<file path="src/rtl/spi_regslave_pkg.sv">
package spi_regslave_pkg;

  localparam int FRAME_W = 16;
  localparam int ADDR_W  = 7;
  localparam int DATA_W  = 8;

  // Command and reply word: data in 15:8, address in 7:1, write flag in bit 0
  typedef struct packed {
    logic [DATA_W-1:0] data;
    logic [ADDR_W-1:0] addr;
    logic              wr;
  } cmd_t;

  localparam logic [ADDR_W-1:0] ADDR_SRST = 7'h1A;
  localparam logic [ADDR_W-1:0] ADDR_OE   = 7'h1C;
  localparam logic [ADDR_W-1:0] ADDR_LOCK = 7'h1E;
  localparam logic [ADDR_W-1:0] ADDR_STAT = 7'h35;

  localparam logic [DATA_W-1:0] SRST_KEY = 8'h03;
  localparam logic [DATA_W-1:0] CODE_ON  = 8'h02;
  localparam logic [DATA_W-1:0] CODE_OFF = 8'h01;
  localparam int                STAT_OE_BIT = 6;

  function automatic logic [FRAME_W-1:0] make_reply(input logic wr,
                                                    input logic [ADDR_W-1:0] addr,
                                                    input logic [DATA_W-1:0] data);
    cmd_t r;
    r.wr   = wr;
    r.addr = addr;
    r.data = data;
    return FRAME_W'(r);
  endfunction

  function automatic logic [DATA_W-1:0] status_byte(input logic oe);
    logic [DATA_W-1:0] s;
    s = '0;
    s[STAT_OE_BIT] = oe;
    return s;
  endfunction

endpackage

</file>
<file path="src/rtl/spi_sync.sv">
module spi_sync #(
  parameter int              W       = 3,
  parameter int              STAGES  = 2,
  parameter logic [W-1:0]    RST_VAL = '0
) (
  input  logic         clk,
  input  logic         rst_n,
  input  logic [W-1:0] d_in,
  output logic [W-1:0] d_out
);

  for (genvar b = 0; b < W; b++) begin : g_bit
    logic [STAGES-1:0] chain;
    always_ff @(posedge clk or negedge rst_n) begin
      if (!rst_n) chain <= {STAGES{RST_VAL[b]}};
      else if (STAGES == 1) chain <= d_in[b];
      else chain <= {chain[STAGES-2:0], d_in[b]};
    end
    assign d_out[b] = chain[STAGES-1];
  end

endmodule

</file>
<file path="src/rtl/spi_frame_rx.sv">
module spi_frame_rx
  import spi_regslave_pkg::*;
(
  input  logic               clk,
  input  logic               rst_n,
  input  logic               sclk_s,
  input  logic               cs_n_s,
  input  logic               mosi_s,
  input  logic [FRAME_W-1:0] reply,
  output logic               frame_ok,
  output logic [FRAME_W-1:0] rx_word,
  output logic               miso
);

  localparam int BIT_W = $clog2(FRAME_W);
  localparam int CNT_W = BIT_W + 2;
  localparam logic [CNT_W-1:0] CNT_MAX  = {CNT_W{1'b1}};
  localparam logic [CNT_W-1:0] CNT_FULL = CNT_W'(FRAME_W);

  logic               sclk_d, cs_d;
  logic               sclk_rise, sclk_fall, cs_fall, cs_rise;
  logic [CNT_W-1:0]   fall_cnt, rise_cnt;
  logic [FRAME_W-1:0] rx_sh;
  logic [BIT_W-1:0]   tx_idx;

  assign sclk_rise = sclk_s & ~sclk_d;
  assign sclk_fall = ~sclk_s & sclk_d;
  assign cs_fall   = ~cs_n_s & cs_d;
  assign cs_rise   = cs_n_s & ~cs_d;
  assign tx_idx    = BIT_W'(FRAME_W - 1) - rise_cnt[BIT_W-1:0];

  always_ff @(posedge clk or negedge rst_n) begin
    if (!rst_n) begin
      sclk_d <= 1'b0;
      cs_d   <= 1'b1;
    end else begin
      sclk_d <= sclk_s;
      cs_d   <= cs_n_s;
    end
  end

  always_ff @(posedge clk or negedge rst_n) begin
    if (!rst_n) begin
      fall_cnt <= '0;
      rise_cnt <= '0;
      rx_sh    <= '0;
      miso     <= 1'b0;
    end else if (cs_n_s) begin
      miso <= 1'b0;
    end else if (cs_fall) begin
      fall_cnt <= '0;
      rise_cnt <= '0;
      rx_sh    <= '0;
      miso     <= 1'b0;
    end else begin
      if (sclk_fall) begin
        rx_sh <= {rx_sh[FRAME_W-2:0], mosi_s};
        if (fall_cnt != CNT_MAX) fall_cnt <= fall_cnt + 1'b1;
      end
      if (sclk_rise) begin
        miso <= (rise_cnt < CNT_FULL) ? reply[tx_idx] : 1'b0;
        if (rise_cnt != CNT_MAX) rise_cnt <= rise_cnt + 1'b1;
      end
    end
  end

  always_ff @(posedge clk or negedge rst_n) begin
    if (!rst_n) frame_ok <= 1'b0;
    else        frame_ok <= cs_rise && (fall_cnt == CNT_FULL);
  end

  assign rx_word = rx_sh;

endmodule

</file>
<file path="src/rtl/spi_regfile.sv">
module spi_regfile
  import spi_regslave_pkg::*;
#(
  parameter int NUM_CFG  = 8,
  parameter int CFG_BASE = 64
) (
  input  logic                      clk,
  input  logic                      rst_n,
  input  logic                      commit,
  input  cmd_t                      cmd,
  output logic [NUM_CFG*DATA_W-1:0] cfg_regs,
  output logic                      out_en,
  output logic                      locked,
  output logic [FRAME_W-1:0]        reply,
  output logic                      cfg_wr_req,
  output logic                      srst_req
);

  localparam logic [ADDR_W-1:0] BASE_A  = ADDR_W'(CFG_BASE);
  localparam logic [ADDR_W-1:0] COUNT_A = ADDR_W'(NUM_CFG);

  logic [ADDR_W-1:0] offs;
  logic              cfg_hit;
  logic              ctl_wr;
  logic [DATA_W-1:0] cfg_q [NUM_CFG];
  logic [DATA_W-1:0] cfg_sel;
  logic [DATA_W-1:0] rdata;
  logic [NUM_CFG-1:0] cfg_we;

  assign offs       = cmd.addr - BASE_A;
  assign cfg_hit    = (cmd.addr >= BASE_A) && (offs < COUNT_A);
  assign ctl_wr     = commit && cmd.wr;
  assign cfg_wr_req = ctl_wr && cfg_hit;
  assign srst_req   = ctl_wr && (cmd.addr == ADDR_SRST) && (cmd.data == SRST_KEY);

  always_comb begin
    cfg_sel = '0;
    for (int i = 0; i < NUM_CFG; i++)
      if (offs == ADDR_W'(i)) cfg_sel = cfg_q[i];
  end

  for (genvar g = 0; g < NUM_CFG; g++) begin : g_cfg
    assign cfg_we[g] = cfg_wr_req && !locked && (offs == ADDR_W'(g));
    always_ff @(posedge clk or negedge rst_n) begin
      if (!rst_n)         cfg_q[g] <= '0;
      else if (srst_req)  cfg_q[g] <= '0;
      else if (cfg_we[g]) cfg_q[g] <= cmd.data;
    end
    assign cfg_regs[g*DATA_W +: DATA_W] = cfg_q[g];
  end

  always_ff @(posedge clk or negedge rst_n) begin
    if (!rst_n) begin
      locked <= 1'b1;
      out_en <= 1'b0;
    end else if (srst_req) begin
      locked <= 1'b1;
      out_en <= 1'b0;
    end else if (ctl_wr) begin
      if (cmd.addr == ADDR_LOCK) begin
        if (cmd.data == CODE_OFF)     locked <= 1'b0;
        else if (cmd.data == CODE_ON) locked <= 1'b1;
      end
      if (cmd.addr == ADDR_OE) begin
        if (cmd.data == CODE_ON)       out_en <= 1'b1;
        else if (cmd.data == CODE_OFF) out_en <= 1'b0;
      end
    end
  end

  // Reply data: post-write content for configuration registers, status on read,
  // zero for everything else (unmapped, write-only, wrong direction)
  always_comb begin
    rdata = '0;
    if (cfg_hit)
      rdata = (cmd.wr && !locked) ? cmd.data : cfg_sel;
    else if (!cmd.wr && (cmd.addr == ADDR_STAT))
      rdata = status_byte(out_en);
  end

  always_ff @(posedge clk or negedge rst_n) begin
    if (!rst_n)      reply <= '0;
    else if (commit) reply <= make_reply(cmd.wr, cmd.addr, rdata);
  end

endmodule

</file>
<file path="src/rtl/spi_regslave.sv">
module spi_regslave
  import spi_regslave_pkg::*;
#(
  parameter int NUM_CFG     = 8,
  parameter int CFG_BASE    = 64,
  parameter int SYNC_STAGES = 2
) (
  input  logic                      clk,
  input  logic                      rst_n,
  input  logic                      spi_sclk,
  input  logic                      spi_cs_n,
  input  logic                      spi_mosi,
  output logic                      spi_miso,
  output logic [NUM_CFG*DATA_W-1:0] cfg_regs,
  output logic                      out_en
);

  logic [2:0]         pins_s;
  logic               sclk_s, cs_high, mosi_s;
  logic               frame_ok;
  logic [FRAME_W-1:0] rx_word;
  logic [FRAME_W-1:0] reply_q;
  cmd_t               rx_cmd;
  logic               locked;
  logic               cfg_wr_req;
  logic               srst_req;

  spi_sync #(
    .W       (3),
    .STAGES  (SYNC_STAGES),
    .RST_VAL (3'b010)
  ) i_sync (
    .clk   (clk),
    .rst_n (rst_n),
    .d_in  ({spi_mosi, spi_cs_n, spi_sclk}),
    .d_out (pins_s)
  );

  assign sclk_s  = pins_s[0];
  assign cs_high = pins_s[1];
  assign mosi_s  = pins_s[2];

  spi_frame_rx i_rx (
    .clk      (clk),
    .rst_n    (rst_n),
    .sclk_s   (sclk_s),
    .cs_n_s   (cs_high),
    .mosi_s   (mosi_s),
    .reply    (reply_q),
    .frame_ok (frame_ok),
    .rx_word  (rx_word),
    .miso     (spi_miso)
  );

  assign rx_cmd = cmd_t'(rx_word);

  spi_regfile #(
    .NUM_CFG  (NUM_CFG),
    .CFG_BASE (CFG_BASE)
  ) i_regs (
    .clk        (clk),
    .rst_n      (rst_n),
    .commit     (frame_ok),
    .cmd        (rx_cmd),
    .cfg_regs   (cfg_regs),
    .out_en     (out_en),
    .locked     (locked),
    .reply      (reply_q),
    .cfg_wr_req (cfg_wr_req),
    .srst_req   (srst_req)
  );

endmodule

</file>
<file path="config.mk">
export PLATFORM = sky130hd
export DESIGN_NAME = spi_regslave
export DESIGN_NICKNAME = d
export VERILOG_FILES = /design/src/rtl/spi_regslave_pkg.sv /design/src/rtl/spi_sync.sv /design/src/rtl/spi_frame_rx.sv /design/src/rtl/spi_regfile.sv /design/src/rtl/spi_regslave.sv
export SDC_FILE = /design/constraint.sdc
export NUM_CORES = 1
export LEC_CHECK = 0
export CAP_MARGIN = 20
export CORE_AREA = 2 2 140 142
export CTS_CLUSTER_DIAMETER = 120
export CTS_CLUSTER_SIZE = 20
export DETAILED_ROUTE_END_ITERATION = 7
export DIE_AREA = 0 0 142 144
export PLACE_DENSITY = 0.59
export SYNTH_ARGS = -nofsm -noshare
export SYNTH_HDL_FRONTEND = slang
export SYNTH_SLANG_ARGS = --single-unit
</file>
<file path="constraint.sdc">
create_clock -name clk -period 4.5 [get_ports clk]
set_input_delay 0.675 -clock clk [delete_from_list [all_inputs] [get_ports clk]]
set_output_delay 0.675 -clock clk [all_outputs]
set_load 0.1 [all_outputs]
</file>
# Word-level counts from Yosys, hierarchy flattened

Cells that the tools add are included.

Register bits after elaboration: 120
Input port bits: 5
Output and inout bits: 66
Logic and storage cells: 147

$add $sub $neg: 4
Order comparisons: 4
Equality and inequality tests: 17
Muxes and demuxes: 51
Bitwise logic cells: 8
Reductions and logical operators: 42

Operator list:

| cell                                                                  | number |
|---|---|
| 8-bit 2-to-1 mux                                                      | 26 |
| 6-bit 2-to-1 mux                                                      | 6 |
| 16-bit 2-to-1 mux                                                     | 2 |
| 2-bit nonzero test                                                    | 15 |
| 7-bit by 3-bit equality test with 1-bit output, second input constant | 4 |
| 7-bit by 5-bit equality test with 1-bit output, second input constant | 3 |
| 1-bit logical AND                                                     | 17 |
| 8-bit by 2-bit equality test with 1-bit output, second input constant | 2 |
| 1-bit 2-to-1 mux                                                      | 15 |
| 7-bit by 2-bit equality test with 1-bit output, second input constant | 2 |
| 6-bit by 1-bit adder with 6-bit output, second input constant         | 2 |
| 6-bit inequality test, second input constant                          | 2 |
| 3-bit AND reduction                                                   | 4 |
| 8-bit by 1-bit equality test with 1-bit output, second input constant | 1 |
| 7-bit by 1-bit equality test with 1-bit output, second input constant | 1 |
| 7-bit by 6-bit equality test with 1-bit output, second input constant | 1 |
| 7-bit >= comparator, second input constant                            | 1 |
| 7-bit zero test                                                       | 1 |
| 7-bit by 4-bit < comparator with 1-bit output, second input constant  | 1 |
| 7-bit 2-to-1 mux                                                      | 1 |
| 7-bit subtractor, second input constant                               | 1 |
| 6-bit by 5-bit equality test with 1-bit output, second input constant | 1 |
| 6-bit by 5-bit < comparator with 1-bit output, second input constant  | 1 |
| 3-bit nonzero test                                                    | 2 |
| other kinds (7)                                                       | 14 |

# Logic depth before layout (Yosys ltp)

Gate-level depths: netlist of the first run.

Depth in word-level cells: 12
Mapped depth: 8

# Modules after synthesis

Synthesis of the first run repeated with hierarchy kept, for this count alone.

Cell total of the unflattened synthesis: 585
Area total of the unflattened synthesis: 5,910.7 um^2

Modules (own cells, without submodules):

| module       | instances | cells each | area an instance (um^2) | sequential area each (um^2) |
|---|---|---|---|---|
| spi_regfile  | 1         | 442        | 4,185.3                 | 2,053.2 |
| spi_frame_rx | 1         | 134        | 1,550.2                 | 802.0 |
| spi_sync     | 1         | 9          | 175.2                   | 152.6 |

# Least setup slack after synthesis of the first run

Ideal clock, no wire load.

Path kind: flip-flop to flip-flop
From: reg i_rx.rx_sh[5] (netlist: i_rx.rx_word[5])
To: reg i_regs.cfg_q (netlist bit i_regs.cfg_regs[62])
Arrival time: 1,953 ps
Data required time: 4,377 ps
Setup slack: 2,424 ps
Stages on the path, launching flop included: 8
Path buffers: 2
Period minus slack after synthesis: 2,076 ps
Path through: dfrtp_1 > buf_6 > or4b_4 > buf_6 > or3_4 > nor2_8 > nor2_2 > a22o_1

Word-level cells in the longest chain between the ends: 7
Elaborated cells on any way between the ends: 13
Those cells by class: add/sub: 1; order compare: 2; eq/ne: 2; mux: 1; reduce/logical: 7

Ends and longest elaborated chain:

| element                                       | RTL line           | RTL |
|---|---|---|
| start, declared                               | spi_frame_rx.sv:23 | `logic [FRAME_W-1:0] rx_sh;` |
| start signal, assigned                        | spi_frame_rx.sv:57 | `rx_sh <= {rx_sh[FRAME_W-2:0], mosi_s};` |
| 7-bit subtractor                              | spi_regfile.sv:30  | `assign offs = cmd.addr - BASE_A;` |
| 7-bit by 4-bit < comparator with 1-bit output | spi_regfile.sv:31  | `assign cfg_hit = (cmd.addr >= BASE_A) && (offs < COUNT_A);` |
| 1-bit logical AND                             | spi_regfile.sv:31  |  |
| 1-bit logical AND                             | spi_regfile.sv:33  | `assign cfg_wr_req = ctl_wr && cfg_hit;` |
| 1-bit logical AND (2 in a row)                | spi_regfile.sv:43  | `assign cfg_we[g] = cfg_wr_req && !locked && (offs == ADDR_W'(g));` |
| 2-bit nonzero test (no line)                  | -                  |  |
| end signal, assigned by index                 | spi_regfile.sv:47  | `else if (cfg_we[g]) cfg_q[g] <= cmd.data;` |
| end, declared                                 | spi_regfile.sv:25  | `logic [DATA_W-1:0] cfg_q [NUM_CFG];` |

Several ways; a longest one is shown, not always the timed one.
A chain may end at the register's enable or synchronous reset.

# Worst setup path in the final report of the first run

From: reg i_rx.rx_sh[5] (netlist: i_rx.rx_word[5])
To: reg i_regs.cfg_q (netlist bit i_regs.cfg_regs[44])

The elaborated chain is that of the path after synthesis.

==> results of run 1 <==
[registers in the layout, summed over array words and instances, names as in the netlist, 6 cells and up]
signal              cells
i_regs.cfg_regs        64
i_regs.reply           16
i_rx.fall_cnt           6
i_rx.rise_cnt           6
i_rx.rx_word           16
i_sync.g_bit.chain      6
[final timing paths]
kind | end | from
max | i_regs.cfg_regs[44]$_DFFE_PN0P_ | i_rx.rx_word[5]$_DFFE_PN0P_
min | i_rx.miso$_DFFE_PN0P_ | rst_n
max reg2reg | i_regs.cfg_regs[44]$_DFFE_PN0P_ | i_rx.rx_word[5]$_DFFE_PN0P_
min reg2reg | i_sync.g_bit[0].chain[1]$_DFF_PN0_ | i_sync.g_bit[0].chain[0]$_DFF_PN0_
max in group asynchronous | i_regs.cfg_regs[12]$_DFFE_PN0P_ | rst_n
min in group clk | i_sync.g_bit[0].chain[1]$_DFF_PN0_ | i_sync.g_bit[0].chain[0]$_DFF_PN0_
[synth_stat cells (2+ instances only)]
| library cell | count |
|---|---|
| dfrtp_1 | 116 |
| a22o_1 | 64 |
| nor2_1 | 52 |
| mux2i_1 | 19 |
| clkbuf_1 | 17 |
| nand2_1 | 16 |
| nand3_1 | 12 |
| a21oi_1 | 11 |
| o21ai_0 | 9 |
| o22ai_1 | 9 |
| buf_2 | 8 |
| mux2_2 | 8 |
| nor2b_1 | 8 |
| a222oi_1 | 7 |
| nand2b_1 | 7 |
| nor3_1 | 7 |
| a221oi_1 | 6 |
| inv_1 | 6 |
| mux4_2 | 6 |
| or3_1 | 6 |
| nor2_2 | 5 |
| o31ai_1 | 5 |
| a22oi_1 | 4 |
| dfstp_2 | 4 |
| o21ai_2 | 4 |
| xnor2_1 | 4 |
| xor2_1 | 4 |
| and3_1 | 3 |
| buf_1 | 3 |
| buf_4 | 3 |
| ha_1 | 3 |
| nor4bb_1 | 3 |
| o21a_1 | 3 |
| or4_1 | 3 |
| a311oi_1 | 2 |
| buf_6 | 2 |
| nor3_4 | 2 |
| nor3b_1 | 2 |
| nor4_1 | 2 |
| o211ai_1 | 2 |
| o21bai_1 | 2 |
[area by class of cell]
cell class	count	area [um2]	share of cell area (%)
Sequential cell	120	3010	42.7
Multi-Input combinational cell	318	2380	33.9
Timing Repair Buffer	79	769	10.9
Clock buffer	22	454	6.45
Tap cell	238	298	4.23
Clock inverter	10	103	1.46
Inverter	7	26.3	0.373
[routing by layer]
metal	wire (um)	vias to the layer above	track usage [%]
met5	0	-	0
met4	301	0	5.53
met3	1150	24	4.67
met2	7700	194	26.3
met1	7410	2265	22.9
li1	-	1943	-
[power by group through the flow]
stage / Combinational (mW) / Sequential [mW] / Clock (mW)
floorplan: 0.0326 / 1.11 / 0
global placement: 0.0607 / 1.12 / 0
detailed placement: 0.0634 / 1.12 / 0
CTS: 0.0637 / 1.10 / 1.30
global route: 0.0703 / 1.11 / 1.36
finish: 0.0614 / 1.10 / 1.29
[cells by family (layout without fill, tap and decap cells)]
| family | count (synthesis) | after routing |
|---|---|---|
| xor+xnor | 8 | 8 |
| compound gates | 133 | 133 |
| simple gates | 141 | 141 |
| mux | 33 | 33 |
| fa+ha+maj | 3 | 3 |
| flops | 120 | 120 |
| buf+inv | 41 | 118 |
==> run_results.csv, run 1 <==
group,metric,value,unit
run_status,outcome,"finished, final reports clean",
critical_path,arrival,3040,ps
flow_run,drv_cap,0,
clock_tree,numCtsBuffers,17,
final_layout,layout_common_cells,"dfrtp_1, clkdlybuf4s50_1, a22o_1",
placed_design,dpl_cell_area,6490,um2
clock_tree,clk_pin_slew,50,ps
detailed_routing,firstDrtPassIters,5,
placed_design,place_ws,1830,ps
sta,slew_headroom,32.4,%
yosys,synthAdderAreaFrac,0.673,%
critical_path,worstPathCellList,"nor4b_4, buf_4, nand3_2, nor2b_1, nor2_1, a22o_1",
global_route,grt_first_pass_wirelength,26.1,mm
critical_path,worstPathRequired,4800,ps
global_route,overflow,0,
clock_tree,clk_latency,420,ps
pwr,power,2.45,mW
critical_path,cp_max_fo,12,
placed_design,gp_congestion,0.858,
final_layout,fin_util,36.9,%
final_layout,nNetsFinal,551,
pwr,pwr-share-seq,45.0,%
clock_tree,cts.sink_count,120,
die,core_region_area,19100,um2
clock_tree,cts_root_buffer,"clkbuf_16",
yosys,yosysTopAreaCell,"dfrtp_1",
detailed_routing,vias,4426,
final_layout,design_area,7040,um2
yosys,syn_area,5580,um2
clock_tree,cts_resized,0,
die,io_pins,71,
final_layout,drive_above_1_share,13.8,%
pwr,power_switching_share,21.3,%
yosys,synth_edf_count,0,
global_route,antenna_found_initial,0,
yosys,syn-mean-instance-area,11.6,um2
final_layout,layout.cells.non_filler,794,
critical_path,crit_cells,6,
pwr,power_frac_comb,2.5,%
critical_path,crit_buf_inv,1,
yosys,muxShareOfSynthArea,7.45,%
yosys,synth-async-reset-ratio,100,%
pwr,ir_worst_vdd,0.000206,V
detailed_routing,vias_per_cell,5.57,
yosys,ys_seq_area_share,53.9,%
yosys,synthCells,479,
critical_path,cpPeakStageDelay,800,ps
critical_path,crit_slowest_cell,"nor2b_1",
clock_tree,hold_buffers,0,
detailed_routing,wl_per_cell,20.9,um
die,die_w,142,um
clock_tree,post_cts_buffers,0,
global_route,grt.total_usage,16.9,%
sta,slew_viol_final,0,
pwr,p_int,1.93,mW
sta,finalClockSkew,13.7,ps
sta,rsz0062_at_grt,"no",
yosys,synth_top_family_by_area,"compound AO/OA/AOI/OAI gates",
die,initial_core_util,29.2,%
placed_design,dp_hpwl,11.6,mm
detailed_routing,drtAntennaViolNets,0,
critical_path,worstSetupEndpointType,"flop",
pwr,p_clk_share,52.5,%
final_layout,num_antenna_cells,0,
clock_tree,cts_buffer_depth,2,
detailed_routing,wl,16.6,mm
yosys,yosysUniqueCellTypes,61,
detailed_routing,drt_iter0_drc,468,
yosys,synth_nets,487,
critical_path,r2r_setup_slack,1770,ps
yosys,ys_ff_latch,120,
clock_tree,htree_num_levels,4,
hold_path,hp-class,"primary input to async pin",
final_layout,final_common_cell,"dfrtp_1",
yosys,synth_top_area_share,52.0,%
die,die_area,20400,um2
sta,setup_violations,0,
yosys,synth-compound-area-share,18.8,%
sta,worst_slack,1770,ps
final_layout,fillers,1811,
sta,worstMarginPinSlew,1010,ps
final_layout,areaGrowthSynthToFinish,26.2,%
sta,fin_setup_tns,0,ps
critical_path,rr_worst_depth,6,
pwr,power_switching,0.523,mW
critical_path,critPathKind,"flop to flop",
clock_tree,cts_tree,"done",
sta,hold_viol_final,0,
pwr,powerDensity,348,nW/um2
yosys,synth_xor_area_share,1.26,%
detailed_routing,drcViolationCount,0,
sta,fin_crit,2730,ps
global_route,grt_pass1_vias,4450,
yosys,yosys.area_share.simple,14.5,%
sta,fmax,366,MHz
yosys,synth_area_leaders,"dfrtp_1, a22o_1, nor2_1",
critical_path,worst_setup_path_start_kind,"flop",
critical_path,crit_family,"simple AND/OR/NAND/NOR gates",
placed_design,dp.cells,762,
sta,hold_slack,269,ps
sta,fin_crit_sh,60.8,%
yosys,synthFlopType,"dfrtp_1",
placed_design,io_buffers,70,
die,die_h,144,um
pwr,cellLeakagePower,2.95,nW
yosys,synth_warnings,0,
die,std_cell_rows,51,
global_route,grt_max_degree,48,
No activity file was read; power rests on OpenSTA's default activity.
==> run 2, diff against run 1 <==
- clock period: 4.5 -> 2.6 ns (I/O delays scaled with it)
==> run_results.csv, run 2 (synthesis results as in run 1) <==
group,metric,value,unit
placed_design,gp_congestion,0.868,
critical_path,worstSetupEndpointType,"flop",
critical_path,worst_setup_path_start_kind,"flop",
sta,slew_viol_final,0,
critical_path,arrival,2590,ps
sta,fmax,437,MHz
pwr,power,4.59,mW
die,die_area,20400,um2
sta,hold_viol_final,0,
global_route,antenna_found_initial,0,
clock_tree,post_cts_buffers,0,
run_status,outcome,"finished, final reports clean",
sta,slew_headroom,49.2,%
global_route,overflow,0,
die,io_pins,71,
sta,setup_violations,0,
sta,finalClockSkew,6.98,ps
global_route,grt.total_usage,17.1,%
detailed_routing,drtAntennaViolNets,0,
final_layout,num_antenna_cells,0,
clock_tree,clk_pin_slew,60,ps
detailed_routing,vias_per_cell,5.46,
die,core_region_area,19100,um2
global_route,grt_pass1_vias,4528,
clock_tree,cts.sink_count,120,
final_layout,fin_util,37.6,%
placed_design,io_buffers,70,
clock_tree,htree_num_levels,4,
clock_tree,cts_tree,"done",
die,initial_core_util,29.2,%
final_layout,final_common_cell,"dfrtp_1",
final_layout,largest_register_ffs,64,
detailed_routing,drt_iter0_drc,405,
clock_tree,clk_latency,420,ps
final_layout,drive_above_1_share,29.4,%
flow_run,drv_cap,0,
clock_tree,cts_root_buffer,"clkbuf_16",
clock_tree,numCtsBuffers,17,
detailed_routing,drcViolationCount,0,
pwr,powerDensity,641,nW/um2
critical_path,timing.rr.start,"i_rx.rx_word[14]$_DFFE_PN0P_",
sta,fin_crit_sh,88.0,%
detailed_routing,wirelength_met1,7.70,mm
sta,fin_crit,2290,ps
critical_path,r2r_setup_slack,310,ps
detailed_routing,wl_per_cell,20.4,um
critical_path,critPathKind,"flop to flop",
critical_path,rr_worst_depth,6,
global_route,grt_first_pass_wirelength,26.5,mm
detailed_routing,dr_wl_met3,906,um
final_layout,nNetsFinal,576,
critical_path,rr_endpoint,"i_regs.cfg_regs[21]$_DFFE_PN0P_",
sta,fin_setup_tns,0,ps
hold_path,hp-class,"primary input to async pin",
clock_tree,hold_buffers,0,
critical_path,cp_max_fo,20,
final_layout,areaGrowthSynthToFinish,28.5,%
clock_tree,cts_buffer_depth,2,
placed_design,dp_hpwl,11.8,mm
global_route,grt_max_degree,57,
die,die_w,142,um
critical_path,worstPathRequired,2910,ps
pwr,ir_worst_vdd,0.000435,V
final_layout,fillers,1825,
clock_tree,cts_resized,0,
sta,rsz0062_at_grt,"no",
detailed_routing,wl_met2,7.72,mm
sta,worstMarginPinSlew,763,ps
pwr,cellLeakagePower,3.25,nW
detailed_routing,wl,16.7,mm
die,die_h,144,um
detailed_routing,dr.max_layer_used,"met4",
final_layout,layout_common_cells,"dfrtp_1, buf_4, a22o_1",
detailed_routing,firstDrtPassIters,6,
detailed_routing,vias,4471,
die,std_cell_rows,51,
## run 2: changes by cell type in the layout (fill, tap and decap cells not counted), sizes merged
cell           change
clkinvlp           +2
clkdlybuf4s50     -66
inv                +1
bufinv             +2
clkinv             -5
buf               +91
## run 2: worst max path at each step
stage	from	endpoint	slack (ps)	cells after the start
floorplan	i_rx.rx_word[5]$_DFFE_PN0P_	i_regs.cfg_regs[62]$_DFFE_PN0P_	520	7
global placement	i_rx.rx_word[14]$_DFFE_PN0P_	i_regs.cfg_regs[52]$_DFFE_PN0P_	380	6
detailed placement	i_rx.rx_word[14]$_DFFE_PN0P_	i_regs.cfg_regs[42]$_DFFE_PN0P_	350	6
CTS	i_rx.rx_word[14]$_DFFE_PN0P_	i_regs.cfg_regs[21]$_DFFE_PN0P_	340	6
global route	i_rx.rx_word[14]$_DFFE_PN0P_	i_regs.cfg_regs[2]$_DFFE_PN0P_	170	6
finish	i_rx.rx_word[14]$_DFFE_PN0P_	i_regs.cfg_regs[21]$_DFFE_PN0P_	310	6
## run 2: layout make-up
| class | instances | area, um2 | share of cell area, % |
|---|---|---|---|
| tap | 238 | 298 | 4.16 |
| inverter | 7 | 26.3 | 0.367 |
| clock inverter | 10 | 165 | 2.30 |
| sequential | 120 | 3010 | 42.0 |
| timing repair buffer | 104 | 801 | 11.2 |
| multi-input combinational | 318 | 2380 | 33.3 |
| clock buffer | 22 | 484 | 6.76 |
## run 2: critical path: stages (launching register included)
cell,delay [ps]
dfrtp_1,370
or4_1,540
nor4_1,300
and4_1,260
buf_4,290
nor2_1,170
a22o_1,230
## run 2: per-layer routing
metal / vias to the layer above / global-route usage, %
met1: 2275 / 23.7
met5: - / 0
met3: 29 / 3.97
met2: 178 / 26.0
li1: 1989 / -
met4: 0 / 6.68
## run 2: power breakdown
group	total (mW)	internal [mW]	switching, mW
clock	2.57	1.71	0.859
sequential	1.91	1.89	0.0236
combinational	0.115	0.0409	0.0737
## run 2: stage by stage
| step | hold WS [ps] | std cells | instance area (um2) | worst slack (ps) |
|---|---|---|---|---|
| 2_1_floorplan | 94.4 | 479 | 5580 | 524 |
| 3_3_place_gp | 338 | 787 | 6520 | 384 |
| 3_5_place_dp | 340 | 787 | 6520 | 355 |
| 6_report | 41.1 | 819 | 7170 | 311 |
| 4_1_cts | 64.2 | 819 | 7170 | 339 |
| 5_1_grt | 93.6 | 819 | 7170 | 170 |
==> run 3, diff against run 2 <==
- TNS_END_PERCENT: unset -> 1
==> results of run 3 <==
The final DEF is identical to that of run 2; final timing and power are the same.
